<file path="src/rtl/synth_prog_pkg.sv">
package synth_prog_pkg;

    typedef enum logic [1:0] {
        ST_IDLE   = 2'd0,
        ST_LOW    = 2'd1,
        ST_HIGH   = 2'd2,
        ST_COMMIT = 2'd3
    } ld_state_e;

    localparam logic [1:0] ADDR_REF  = 2'b00;
    localparam logic [1:0] ADDR_FB   = 2'b01;
    localparam logic [1:0] ADDR_INIT = 2'b11;

endpackage

</file>
<file path="src/rtl/spc_tick_gen.sv">
module spc_tick_gen #(
    parameter int DIV = 2
) (
    input  logic clk,
    input  logic rst_n,
    input  logic en,
    output logic tick
);
    localparam int CW = (DIV > 1) ? $clog2(DIV) : 1;

    logic [CW-1:0] cnt_d, cnt_q;

    assign tick = en && (cnt_q == CW'(DIV - 1));

    always_comb begin
        if (!en || tick) cnt_d = '0;
        else             cnt_d = cnt_q + 1'b1;
    end

    always_ff @(posedge clk or negedge rst_n) begin
        if (!rst_n) cnt_q <= '0;
        else        cnt_q <= cnt_d;
    end
endmodule

</file>
<file path="src/rtl/spc_sync.sv">
module spc_sync #(
    parameter int STAGES = 2
) (
    input  logic clk,
    input  logic rst_n,
    input  logic d,
    output logic q
);
    logic [STAGES-1:0] ff_d, ff_q;

    always_comb begin
        ff_d = {ff_q[STAGES-2:0], d};
    end

    always_ff @(posedge clk or negedge rst_n) begin
        if (!rst_n) ff_q <= '0;
        else        ff_q <= ff_d;
    end

    assign q = ff_q[STAGES-1];
endmodule

</file>
<file path="src/rtl/synth_prog_ctrl.sv">
module synth_prog_ctrl
    import synth_prog_pkg::*;
#(
    parameter int CLK_DIV = 2,
    parameter int WORD_W  = 24,
    parameter int ADDR_W  = 2,
    parameter logic [WORD_W-ADDR_W-1:0] REF_PAYLOAD  = 22'h000028,
    parameter logic [WORD_W-ADDR_W-1:0] FB_PAYLOAD   = 22'h0103E8,
    parameter logic [WORD_W-ADDR_W-1:0] INIT_PAYLOAD = 22'h024092
) (
    input  logic              clk,
    input  logic              rst_n,
    input  logic              req_valid,
    input  logic [WORD_W-1:0] req_word,
    output logic              req_ready,
    output logic              xfer_done,
    output logic              init_done,
    input  logic              chip_en_req,
    output logic              chip_en,
    input  logic              lock_in,
    output logic              locked,
    output logic              ser_clk,
    output logic              ser_data,
    output logic              ser_le
);
    localparam int NUM_INIT = 3;
    localparam int IDX_W    = $clog2(NUM_INIT);
    localparam int BIT_W    = $clog2(WORD_W);

    localparam logic [WORD_W-1:0] INIT_WORDS [NUM_INIT] = '{
        {REF_PAYLOAD,  ADDR_REF},
        {FB_PAYLOAD,   ADDR_FB},
        {INIT_PAYLOAD, ADDR_INIT}
    };

    typedef struct packed {
        ld_state_e         st;
        logic [WORD_W-1:0] sh;
        logic [BIT_W-1:0]  bits;
        logic [IDX_W-1:0]  idx;
        logic              init_done;
        logic              sclk;
        logic              le;
        logic              done;
        logic              ce;
        logic              lock;
    } ld_regs_t;

    localparam ld_regs_t RESET_VAL = '{
        st: ST_IDLE, sh: '0, bits: '0, idx: '0, init_done: 1'b0,
        sclk: 1'b0, le: 1'b1, done: 1'b0, ce: 1'b0, lock: 1'b0
    };

    ld_regs_t r_d, r_q;
    logic     tick;
    logic     lock_sync;

    spc_tick_gen #(.DIV(CLK_DIV)) u_tick (
        .clk   (clk),
        .rst_n (rst_n),
        .en    (r_q.st != ST_IDLE),
        .tick  (tick)
    );

    spc_sync #(.STAGES(2)) u_lock_sync (
        .clk   (clk),
        .rst_n (rst_n),
        .d     (lock_in),
        .q     (lock_sync)
    );

    assign req_ready = (r_q.st == ST_IDLE) && r_q.init_done;

    always_comb begin
        r_d      = r_q;
        r_d.done = 1'b0;
        r_d.ce   = chip_en_req;
        r_d.lock = lock_sync && r_q.init_done;
        unique case (r_q.st)
            ST_IDLE: begin
                if (!r_q.init_done) begin
                    r_d.st   = ST_LOW;
                    r_d.sh   = INIT_WORDS[r_q.idx];
                    r_d.bits = '0;
                    r_d.le   = 1'b0;
                end else if (req_valid) begin
                    r_d.st   = ST_LOW;
                    r_d.sh   = req_word;
                    r_d.bits = '0;
                    r_d.le   = 1'b0;
                end
            end
            ST_LOW: begin
                if (tick) begin
                    r_d.sclk = 1'b1;
                    r_d.st   = ST_HIGH;
                end
            end
            ST_HIGH: begin
                if (tick) begin
                    r_d.sclk = 1'b0;
                    if (r_q.bits == BIT_W'(WORD_W - 1)) begin
                        r_d.st = ST_COMMIT;
                    end else begin
                        r_d.bits = r_q.bits + 1'b1;
                        r_d.sh   = {r_q.sh[WORD_W-2:0], 1'b0};
                        r_d.st   = ST_LOW;
                    end
                end
            end
            ST_COMMIT: begin
                if (tick) begin
                    r_d.le   = 1'b1;
                    r_d.done = 1'b1;
                    r_d.st   = ST_IDLE;
                    if (!r_q.init_done) begin
                        if (r_q.idx == IDX_W'(NUM_INIT - 1)) r_d.init_done = 1'b1;
                        else                                 r_d.idx = r_q.idx + 1'b1;
                    end
                end
            end
            default: r_d = RESET_VAL;
        endcase
    end

    always_ff @(posedge clk or negedge rst_n) begin
        if (!rst_n) r_q <= RESET_VAL;
        else        r_q <= r_d;
    end

    assign xfer_done = r_q.done;
    assign init_done = r_q.init_done;
    assign chip_en   = r_q.ce;
    assign locked    = r_q.lock;
    assign ser_clk   = r_q.sclk;
    assign ser_le    = r_q.le;
    assign ser_data  = r_q.sh[WORD_W-1];

endmodule

</file>
<file path="config.mk">
export PLATFORM = sky130hd
export DESIGN_NAME = synth_prog_ctrl
export DESIGN_NICKNAME = d
export VERILOG_FILES = /design/src/rtl/synth_prog_pkg.sv /design/src/rtl/spc_tick_gen.sv /design/src/rtl/spc_sync.sv /design/src/rtl/synth_prog_ctrl.sv
export SDC_FILE = /design/constraint.sdc
export NUM_CORES = 1
export LEC_CHECK = 0
export BUFFER_PORTS_ARGS = -buffer_cell sky130_fd_sc_hd__buf_2
export CAP_MARGIN = 20
export CORE_ASPECT_RATIO = 1.4
export CORE_MARGIN = 2
export CORE_UTILIZATION = 40
export DETAILED_ROUTE_END_ITERATION = 6
export PLACE_DENSITY = 0.67
export REMOVE_ABC_BUFFERS = 1
export SETUP_SLACK_MARGIN = 0.05
export SYNTH_ARGS = -nofsm -noshare
export SYNTH_HDL_FRONTEND = slang
export SYNTH_HIERARCHICAL = 1
export SYNTH_SLANG_ARGS = --single-unit
</file>
<file path="constraint.sdc">
create_clock -name clk -period 2.8 [get_ports clk]
set_clock_uncertainty 0.15 [all_clocks]
set_input_delay 0.28 -clock clk [delete_from_list [all_inputs] [get_ports clk]]
set_output_delay 0.28 -clock clk [all_outputs]
set_load 0.02 [all_outputs]
</file>
Word level (Yosys, flattened, before mapping)
Index checks and enable logic that the tools add are counted.
Cells by class
  add/sub/neg operators: 3
  magnitude comparators: 1
  equality and inequality tests: 10
  multiplexer cells: 23
  bitwise logic cells: 3
  reductions and logical operators: 16
Operators with widths (count)
  two-way mux 31 bit: 3
  one-hot mux 29 bit (2 select lines): 1
  binary-select mux 24 bit (select 2 bit): 1
  two-way mux 24 bit: 2
  two-way mux 29 bit: 1
  AND reduction 4 bit: 3
  two-way mux 1 bit: 8
  two-way mux 2 bit: 4
  one-hot mux 2 bit (4 select lines): 1
  nonzero test 2 bit: 4
  equality test 2 bit, second input constant: 3
  inequality test 2 x 1 -> 1 bit, second input constant: 3
  AND reduction 3 bit: 2
  adder 5 x 1 -> 5 bit, second input constant: 1
  equality test 5 bit, second input constant: 1
  one-hot mux 1 bit (2 select lines): 2
  >= comparator 3 bit, second input constant: 1
  logical AND 1 bit: 3
  inequality test 3 bit, second input constant: 1
  NOT 2 -> 3 bit: 1
  adder 2 x 1 -> 2 bit, second input constant: 1
  equality test 2 x 1 -> 1 bit, second input constant: 1
  zero test 2 bit: 1
  inequality test 2 bit, second input constant: 1
  other kinds (5): 6
Storage, ports and cells
  flip-flop bits (word level): 42
  input bits: 29
  output and inout port bits: 8
  logic and storage cells: 68

Depth between registers and ports, before layout
  depth after elaboration: 6
  gate-level depth with buffers: 8
  gate-level depth less buffers: 5

Hierarchy
Netlist, hierarchy kept.
Modules (own cells, without submodules)
  synth_prog_ctrl: times used 1, cells each 194, area each 2144.6 sq um, sequential area each 977.2 sq um
  spc_sync: times used 1, cells each 2, area each 50.0 sq um, sequential area each 50.0 sq um
  spc_tick_gen: times used 1, cells each 3, area each 41.3 sq um, sequential area each 25.0 sq um

Worst setup path before layout
Ideal clock, no wire load.
  path kind: register to register
  start: reg r_q[38] (netlist bit)
  end: reg r_q[16] (netlist bit)
  setup time: 125 ps
  arrival time: 2181 ps
  data required time: 2525 ps
  slack: 344 ps
  stages on the path, launching flop included: 9
  path buffers: 3
  clock period less this slack: 2456 ps
  path through: dfrtp_1 > buf_2 > clkbuf_1 > or2_2 > and2_2 > nor2b_1 > a2111oi_4 > buf_6 > mux2_2
Between the ends
  cells in the longest elaborated chain, start to end: 4
  elaborated cells between the ends (all ways): 10
  classes of those cells: eq/ne: 4; mux: 1; reduce/logical: 5
RTL lines
  from (decl): RTL line synth_prog_ctrl.sv:54  | ld_regs_t r_d, r_q;
  from (signal assigned): RTL line synth_prog_ctrl.sv:128  | else r_q <= r_d;
  nonzero test 2 bit: RTL line synth_prog_ctrl.sv:61  | .en (r_q.st != ST_IDLE),
  logical AND 1 bit: RTL line spc_tick_gen.sv:13  | assign tick = en && (cnt_q == CW'(DIV - 1));
  named net tick: RTL line synth_prog_ctrl.sv:55  | logic tick;
  inequality test 2 x 1 -> 1 bit (no line)
  AND reduction 4 bit (no line)
The timed path passes the listed nets, and every way through them passes these cells.
A chain may end at the register's enable or synchronous reset.

Worst setup path after layout
  start: reg r_q[8] (netlist bit)
  end: reg r_q[29] (netlist bit)
Between the ends
  cells in the longest elaborated chain, start to end: 3
RTL lines
  equality test 5 bit: RTL line synth_prog_ctrl.sv:102  | if (r_q.bits == BIT_W'(WORD_W - 1)) begin
  inequality test 2 bit (no line)
  AND reduction 4 bit (no line)
No other way between the ends.

==> results.toml <==
[synthesis]
avgSynthCellArea_um2 = 11.24
synth_enable_flop_cells = 0
async_flop_share_pct = 100.0
post-synth-top-area-cell = "dfrtp_1"
post-synth-top-area-fraction_pct = 45.89
synth_area_um2 = 2236
synthFlopType = "dfrtp_1"
netlist_instances = 199
synth.top_cells.by_area = "dfrtp_1 (46%), mux2_2 (20%), nand3b_1 (3.7%)"
ys_ff_latch = 42
synth_sequential_area_ratio_pct = 47.06
yosysWarnings = 6
synth_cell_types = 35

[worst_setup_path]
setup.worst_path.end_class = "flip-flop"
worstSetupPathType = "reg2reg"
critical_path_s_slowest_cell = "dfrtp_1"
max_stage_delay_ns = 0.41
critPathMaxFanout = 19
critical_path_data_required_time_ns = 2.83
timing.critical_path.from_type = "flip-flop"
cell_chain_critical_path = "ha_1 > and4b_4 > a2111oi_4 > buf_4 > mux2_2"
cp.arrival_ns = 2.24

[global_route]
grt_first_pass_wirelength_um = 7514
number_of_global_route_vias_before_repair = 1606
grt_util_all_layers_pct = 15.75
grt_overflow_total = 0
grt_max_degree = 43
antenna_found_initial = 0

[clocking]
cts_post_setup_buffers_inserted = 0
clock_tree.htree_level_count = 2
tritoncts = "built"
clkLatencyLatePin_ns = 0.29
clk_path_buf_depth = 2
clock_sinks = 42
clockRootBuffer = "clkbuf_8"
clk_transition_reported_paths_ns = 0.08
ctsResizeCount = 0
tritoncts.num_buffers = 5

[pwr]
max-vdd-ir-drop_v = 0.0002931
power.density_nw_per_um2 = 397.5
p_leak_uw = 0.001218
totalPowerFinal_uw = 1048

[finish]
syn2layout_area_growth_pct = 17.96
antennaDiodeCount = 0
final_core_util_pct = 48.44
drive_gt1_share_pct = 41.32
final_cells = 310
layout.nets = 273

[placed_design]
pre_cts_ws_ns = 0.5991
gpl.final_weighted_congestion = 0.7569
place.port_buffers = 36
place_hpwl_um = 3045
placed_cell_count = 298

[drt]
drc_errors = 0
detail_route.wl_per_cell_um = 14.23
antenna_left = 0
count_of_tritonroute_iterations_in_the_first_routing_pass = 4
postRouteWirelength_um = 4411
routed-via-count = 1590
detailedRoute.firstIterationViolations = 59
vias_per_cell = 5.129

[status]
outcome = "completed"

[sta]
final.min_clock_period_ns = 2.211
tcrit_tclk_final_pct = 78.97
hold_viol = 0
timing_worst_slew_pin_value_ns = 0.6055
timing.slew.headroom_pct = 59.55
max_freq_mhz = 452.3
final-max-slew-violation-count = 0
rsz0062_at_grt = "no"
finalWorstSetupSlack_ns = 0.5889
setup_viol = 0
hold-worst-slack_ns = 0.1789

[die]
std_cell_rows = 32
floorplan.die_area_um2 = 6212
design.portCount = 37
start_util_pct = 41.06
die_height_um = 92.46
coreArea_um2 = 5445
chipWidth_um = 67.19

[run]
drv_cap = 0

[worst_hold_path]
worstHoldPathType = "in2reg"
[final timing paths]
path	from	slack, ns	cells past startpoint	endpoint
setup / recovery	r_q[8]$_DFFE_PN0P_	0.59	5	r_q[29]$_DFFE_PN0P_
hold / removal	req_valid	0.18	4	ser_le$_DFFE_PN1P_
setup reg to reg	r_q[8]$_DFFE_PN0P_	0.59	5	r_q[29]$_DFFE_PN0P_
min in group asynchronous	rst_n	0.20	2	r_q[26]$_DFFE_PN0P_
max in group asynchronous	rst_n	1.80	3	ser_le$_DFFE_PN1P_
hold reg to reg	u_lock_sync/ff_q[0]$_DFF_PN0_	0.21	0	u_lock_sync/ff_q[1]$_DFF_PN0_
[placed cells by master, fill, tap and decap left out, types with 4 or more instances in the layout]
master / netlist / routed
dfrtp_1: 41 / 41
mux2_2: 40 / 40
buf_2: 1 / 36
nand2_1: 18 / 18
o21ai_0: 13 / 13
nand3b_1: 11 / 11
inv_1: 8 / 8
buf_4: 0 / 8
clkbuf_8: 0 / 6
nor2b_1: 5 / 5
nand3_1: 4 / 4
nor3b_1: 4 / 4
mux2i_1: 4 / 4
[per-layer routing]
| layer | GRT usage [%] | share of wire, % |
|---|---|---|
| met2 | 26.40 | 50 |
| met1 | 19.91 | 46 |
| met5 | 0 | 0 |
| met3 | 2.916 | 2.1 |
| met4 | 5.612 | 1.6 |
[synth_stat cells, drive strengths merged (2+ instances only)]
library cell,n
nand3b,11
clkbuf,10
nand3,4
inv,8
or3,2
or2,3
nand2,18
buf,3
nor3b,4
nor2,3
mux2i,4
ha,3
a21oi,2
nand2b,3
o21ai,13
a21o,2
mux2,42
a31oi,3
and2,2
dfrtp,41
nand4b,2
a2111oi,3
nor2b,5
[logic make-up (layout without fill, tap and decap cells)]
kind of cell	Yosys count	in the layout	share of synthesized area, %
AOI/OAI and AO/OA	26	26	7.947
buffers and inverters	21	64	4.253
and+or+nand+nor	60	60	15.72
adders and majority gates	3	3	1.679
muxes	46	46	22.94
xor gates and xnor gates	1	1	0.3918
DFF	42	42	47.06
[worst max-delay path: cells and delay by family, from the launching register on]
family / cells / cell delay, ns
DFF: 1 / 0.41
muxes: 1 / 0.37
AOI/OAI and AO/OA: 1 / 0.36
buffers and inverters: 1 / 0.33
adders and majority gates: 1 / 0.26
and+or+nand+nor: 1 / 0.22
[final cells by class]
| type | count | area [um2] |
|---|---|---|
| Clock buffer | 7 | 86.33 |
| Clock inverter | 1 | 5.005 |
| Tap cell | 68 | 85.08 |
| Sequential cell | 42 | 1052 |
| Inverter | 8 | 30.03 |
| Multi-Input combinational cell | 136 | 1089 |
| Fill cell | 537 | 2808 |
| Timing Repair Buffer | 48 | 290.3 |
[metrics by stage]
step | TNS, ns | instance area [um2]
after global routing | 0 | 2638
final | 0 | 2638
after CTS | 0 | 2608
after detailed placement | 0 | 2496
after floorplan | -1.792 | 2171
after global placement | 0 | 2496
[where the power goes]
group | switching [uW] | internal [uW] | total, uW
logic | 19.8 | 19.6 | 39.5
clock network | 201 | 199 | 400
registers | 0.475 | 608 | 609
[timing repair]
item | 4_1_cts | 5_1_grt
endpoints found under the setup margin | 0 | 0
endpoints found under the hold margin | 2 | 41
hold buffers | 2 | 1
[state kept, by name, indices dropped and copies added (netlist names)]
name and count:
xfer_done 1, init_done 1, u_lock_sync/ff_q 2, ser_data 1, ser_le 1, u_tick/cnt_q 1
ser_clk 1, locked 1, r_q 32, chip_en 1
Note: power is estimated with default switching activity, not from simulation.
